**src/rtl/flash_pulse_timer.sv**
```systemverilog
module flash_pulse_timer #(
  parameter int CW      = 15,
  parameter int PAGE_SH = 9,
  parameter int OVH     = 2,
  parameter int DW      = 12,
  parameter int AW      = 8
) (
  input  logic          clk,
  input  logic          rst_n,
  input  logic [AW-1:0] bus_addr,
  input  logic          bus_we,
  input  logic [CW:0]   bus_wdata,
  output logic [CW:0]   bus_rdata,
  output logic          busy,
  output logic          prog_tick
);
  localparam int XW = CW + 1;
  localparam int RW = CW + PAGE_SH + 1;
  localparam int LW = DW + 2;
  localparam logic [AW-1:0] A_CTRL = AW'(8'h00);
  localparam logic [AW-1:0] A_STAT = AW'(8'h04);
  localparam logic [AW-1:0] A_TIME = AW'(8'h08);
  localparam logic [AW-1:0] A_CDIV = AW'(8'h1C);
  localparam int B_REQ = 12, B_PROT = 7, B_CS = 0;

  logic [XW-1:0] ctrl_q, time_q;
  logic [DW-1:0] cdiv_q;
  logic [RW-1:0] rem_q;
  logic [LW-1:0] dcnt_q;
  logic          done_q, err_q;

  wire wr_ctrl = bus_we && bus_addr == A_CTRL;
  wire wr_cdiv = bus_we && bus_addr == A_CDIV;
  wire req     = wr_ctrl && bus_wdata[B_REQ] && bus_wdata[B_PROT] && bus_wdata[B_CS];
  wire start   = req && time_q[XW-1] && !busy;
  wire [LW-1:0] div_lim = (LW'(cdiv_q) << 1) + LW'(cdiv_q);

  assign busy      = rem_q != '0;
  assign prog_tick = dcnt_q == div_lim;

  always_ff @(posedge clk or negedge rst_n)
    if (!rst_n) begin
      ctrl_q <= XW'(16'h0005);
      time_q <= '0;
      cdiv_q <= '0;
    end else if (bus_we) begin
      if (bus_addr == A_CTRL) ctrl_q <= bus_wdata & ~(XW'(1) << B_REQ);
      if (bus_addr == A_TIME) time_q <= bus_wdata;
      if (bus_addr == A_CDIV) cdiv_q <= bus_wdata[DW-1:0];
    end

  always_ff @(posedge clk or negedge rst_n)
    if (!rst_n) begin
      rem_q  <= '0;
      done_q <= 1'b1;
      err_q  <= 1'b0;
    end else begin
      if (start)
        rem_q <= (RW'(time_q[CW-1:0]) << PAGE_SH) + RW'(OVH);
      else if (busy)
        rem_q <= rem_q - 1'b1;
      if (start)              done_q <= 1'b0;
      else if (rem_q == RW'(1)) done_q <= 1'b1;
      if (start)              err_q <= 1'b0;
      else if (req && busy)   err_q <= 1'b1;
    end

  always_ff @(posedge clk or negedge rst_n)
    if (!rst_n)                    dcnt_q <= '0;
    else if (wr_cdiv || prog_tick) dcnt_q <= '0;
    else                           dcnt_q <= dcnt_q + 1'b1;

  always_comb
    case (bus_addr)
      A_CTRL:  bus_rdata = ctrl_q;
      A_STAT:  bus_rdata = XW'({err_q, 2'b0, !busy, busy, done_q}) | XW'(16'h0040);
      A_TIME:  bus_rdata = time_q;
      A_CDIV:  bus_rdata = XW'(cdiv_q);
      default: bus_rdata = '0;
    endcase

  p_start_busy_r3: assert property (@(posedge clk) disable iff (!rst_n)
    (wr_ctrl && bus_wdata[B_REQ] && bus_wdata[B_PROT] && bus_wdata[B_CS] && time_q[XW-1] && !busy)
      |=> (busy && !done_q));
  p_done_at_end_r5: assert property (@(posedge clk) disable iff (!rst_n)
    $fell(busy) |-> done_q);
  p_no_busy_done_r5: assert property (@(posedge clk) disable iff (!rst_n)
    busy |-> !done_q);
  p_done_hold_r6: assert property (@(posedge clk) disable iff (!rst_n)
    (!busy && !(wr_ctrl && time_q[XW-1])) |=> done_q == $past(done_q));
  p_err_on_busy_req_r8: assert property (@(posedge clk) disable iff (!rst_n)
    (busy && wr_ctrl && bus_wdata[B_REQ] && bus_wdata[B_PROT] && bus_wdata[B_CS]) |=> err_q);
  p_tick_gap_r10: assert property (@(posedge clk) disable iff (!rst_n)
    (prog_tick && !wr_cdiv && cdiv_q != '0) |=> !prog_tick);
endmodule

```
**config.mk**
```make
export PLATFORM = sky130hd
export DESIGN_NAME = flash_pulse_timer
export DESIGN_NICKNAME = d
export VERILOG_FILES = /design/src/rtl/flash_pulse_timer.sv
export SDC_FILE = /design/constraint.sdc
export NUM_CORES = 1
export LEC_CHECK = 0
export BUFFER_PORTS_ARGS = -buffer_cell sky130_fd_sc_hd__buf_2
export CAP_MARGIN = 20
export CORE_MARGIN = 5
export CORE_UTILIZATION = 60
export CTS_CLUSTER_SIZE = 40
export DETAILED_ROUTE_END_ITERATION = 12
export GPL_TIMING_DRIVEN = 0
export PLACE_DENSITY = 0.91
export SLEW_MARGIN = 10
export SYNTH_ARGS = -nofsm -noshare
export SYNTH_HDL_FRONTEND = slang
export SYNTH_SLANG_ARGS = --single-unit
```
**constraint.sdc**
```tcl
create_clock -name clk -period 3.9 [get_ports clk]
set_clock_uncertainty 0.1 [all_clocks]
set_input_delay 0.78 -clock clk [delete_from_list [all_inputs] [get_ports clk]]
set_output_delay 0.78 -clock clk [all_outputs]
set_load 0.05 [all_outputs]
```
==> impl_metrics.tcl <==
set metrics [dict create \
    yosys.area.top_type_share 0.414 \
    antenna_left 0 \
    wirelength_um 14400 \
    first_global_vias 4378 \
    final_layout_size_suffix_gt1_frac 0.285 \
    n_antenna_cell 0 \
    violations "setup timing" \
    worst_pin_slew_ns 0.708 \
    finalMaxSlewViolations 0 \
    clock.fmax_ghz 0.242 \
    synthXorXnorAreaFrac 0.0716 \
    vias 4391 \
    holdCritPathClass "in -> async" \
    hold_viol_final 0 \
    slowest_delay_ns 0.54 \
    die-width_um 100 \
    cts_tree "built" \
    synth_top_family_by_area "simple AND/OR/NAND/NOR gates" \
    numCtsBuffers 9 \
    io_buffers 43 \
    setup_viol 4 \
    critPathKind "reg -> out" \
    synth_compound_area_frac 0.138 \
    gp_congestion 0.932 \
    min_period_over_period 1.06 \
    drc 0 \
    drt_pass1_iterations 5 \
    design.core.area_um2 8090 \
    cts_max_path_buffers 2 \
    synth_async_sr_flop_share 1.00 \
    syn_to_final_growth_pct 16.6 \
    drt_iter0_drc 448 \
    initial_core_util 0.605 \
    cts.sinks 84 \
    end_kind "output port" \
    yosys.area_share.adder 0.0424 \
    synth_edf_count 0 \
    fin_crit_ns 4.14 \
    synth.area.mux_share 0.109 \
    synthCells 478 \
    synth.cell_area_um2 4890 \
    htreeDepth 3 \
    ir_drop_v 0.000385 \
    setup_tns_ns -0.368 \
    yosys.area_share.simple 0.175 \
    cellLeakagePower_uw 0.00266 \
    grt_usage 0.279 \
    crit_arrival_ns 3.26 \
    antenna_found_initial 0 \
    yosysUniqueCellTypes 65 \
    synthFlopType "dfrtp_1" \
    grt_max_degree 57 \
    worstSetupStartpointType "register" \
    routed_via_density 6.69 \
    ys.warnings.count 0 \
    synth_most_common_cell "dfrtp_1" \
    required_ns 3.02 \
    ys_seq_area_frac 0.430 \
    io_pins 45 \
    dp.final_hpwl_um 9380 \
    ys_ff_latch 84 \
    fin_ws_ns -0.241 \
    synth_nets 521 \
    power-per-cell-area_nw_per_um2 370 \
    cp_top_family "simple AND/OR/NAND/NOR gates" \
    drv_cap 0 \
    ys_top_cells_by_count "dfrtp_1, nor2_1, mux2_2, nand2_1" \
    path_cells "buf_4 -> ha_1 -> a21oi_2 -> nor2_2 -> or4_4 -> a21oi_2 -> nand4b_1 -> or4_1 -> nor2_2 -> buf_6" \
    fill_cells 521 \
    utilization 0.705 \
    avgSynthCellArea_um2 10.2 \
    clk_latency_ns 0.37 \
    wl_per_cell_um 22.0 \
    clkTransAtPathRegs_ns 0.10 \
    grt_overflow 0 \
    critPathSlowestCell "or4_4" \
    num_rows 33 \
    status "finished, violations left" \
    synthTopCellsByArea "dfrtp_1, mux2_2, xnor2_1" \
    grt_pass1_wl_um 22000 \
    synth_area_leader_cell "dfrtp_1" \
    die-area_um2 10100 \
    cp_max_fo 3 \
    max_slew_margin 0.524 \
    place_worst_setup_slack_ns -0.238 \
    grt_setup_unrepaired "yes" \
    critical_path_buf_inv_count 2 \
    nNetsFinal 589 \
    die-height_um 100 \
    cts-root-buf "clkbuf_8" \
]
## path summary, 6_finish.rpt
check                           from  cells after the start  slack [ns]         end
max                        cdiv_q[1]                     10       -0.24   prog_tick
min                            rst_n                      1        0.24  time_q[12]
max reg2reg                cdiv_q[1]                     13        0.58   dcnt_q[8]
min reg2reg                 rem_q[5]                      1        0.39    rem_q[5]
max in group asynchronous      rst_n                      2        2.78   ctrl_q[2]
min in group clk            rem_q[5]                      1        0.39    rem_q[5]
## metrics by stage
step | instances | total power, µW | cell area [µm²] | hold WS, ns
floorplan | 478 | 1220 | 4900 | 0.356
global placement | 626 | 1300 | 5240 | 0.369
detailed placement | 627 | 1330 | 5270 | 0.375
CTS | 646 | 2070 | 5610 | 0.254
global route | 656 | 2190 | 5710 | 0.257
finish | 656 | 2110 | 5710 | 0.238
## layer usage
metal | vias to the layer above | wire [µm] | global-route usage
met3 | 82 | 1340 | 0.0841
met1 | 2152 | 5270 | 0.346
met5 | - | 0 | 0
met2 | 280 | 7090 | 0.454
met4 | 0 | 728 | 0.118
li1 | 1877 | - | -
## kinds of logic after synthesis
group | count (synthesis)
xor gates and xnor gates | 40
buffers and inverters | 40
AOI/OAI and AO/OA | 92
DFF | 84
muxes | 48
and+or+nand+nor | 158
adders and majority gates | 16
## repair_timing
item	CTS	global route
hold buffers	0	0
buffers inserted	8	10
setup endpoints to repair	11	15
resized for setup	17	12
pin swaps	6	7
## report_power, final
group / leakage, µW / internal (µW) / switching [µW]
Clock: 0.000113 / 384 / 344
Sequential: 0.00108 / 924 / 68.4
Combinational: 0.00146 / 180 / 211
## cell type report
cell class	instances	area (µm²)	area share
plain buffers	14	70.1	0.0123
clock buffers	10	138	0.0241
clock inverters	6	93.8	0.0164
inverters	21	78.8	0.0138
multi-input cells	354	2700	0.473
flip-flops and latches	84	2110	0.370
well taps	105	131	0.0230
repair buffers	62	389	0.0682
## cells in the final DEF, fill, tap and decap left out, types with 4 or more instances in the layout
master,instances
dfrtp_1,78
buf_2,47
nor2_1,29
mux2_2,29
nand2_1,26
xnor2_1,23
nand3_1,23
inv_1,20
buf_4,19
a21oi_1,18
xor2_1,17
mux2_1,14
nor2_2,13
o21ai_1,11
nor3_1,10
clkbuf_8,10
ha_1,9
a21o_1,8
and3_1,8
a222oi_1,7
o21ai_0,7
nor4_1,6
and2_1,6
nor2b_1,6
or4_1,5
mux2i_1,5
clkbuf_1,4
nand4_1,4
a22oi_1,4
a22o_1,4
nand2b_1,4
ha_2,4
## flip-flops by register name (all words and copies together), names as in the netlist
signal and flops:
cdiv_q 12, ctrl_q 15, dcnt_q 14, done_q 1
err_q 1, rem_q 25, time_q 16
Power figures use the tool's default switching activity.
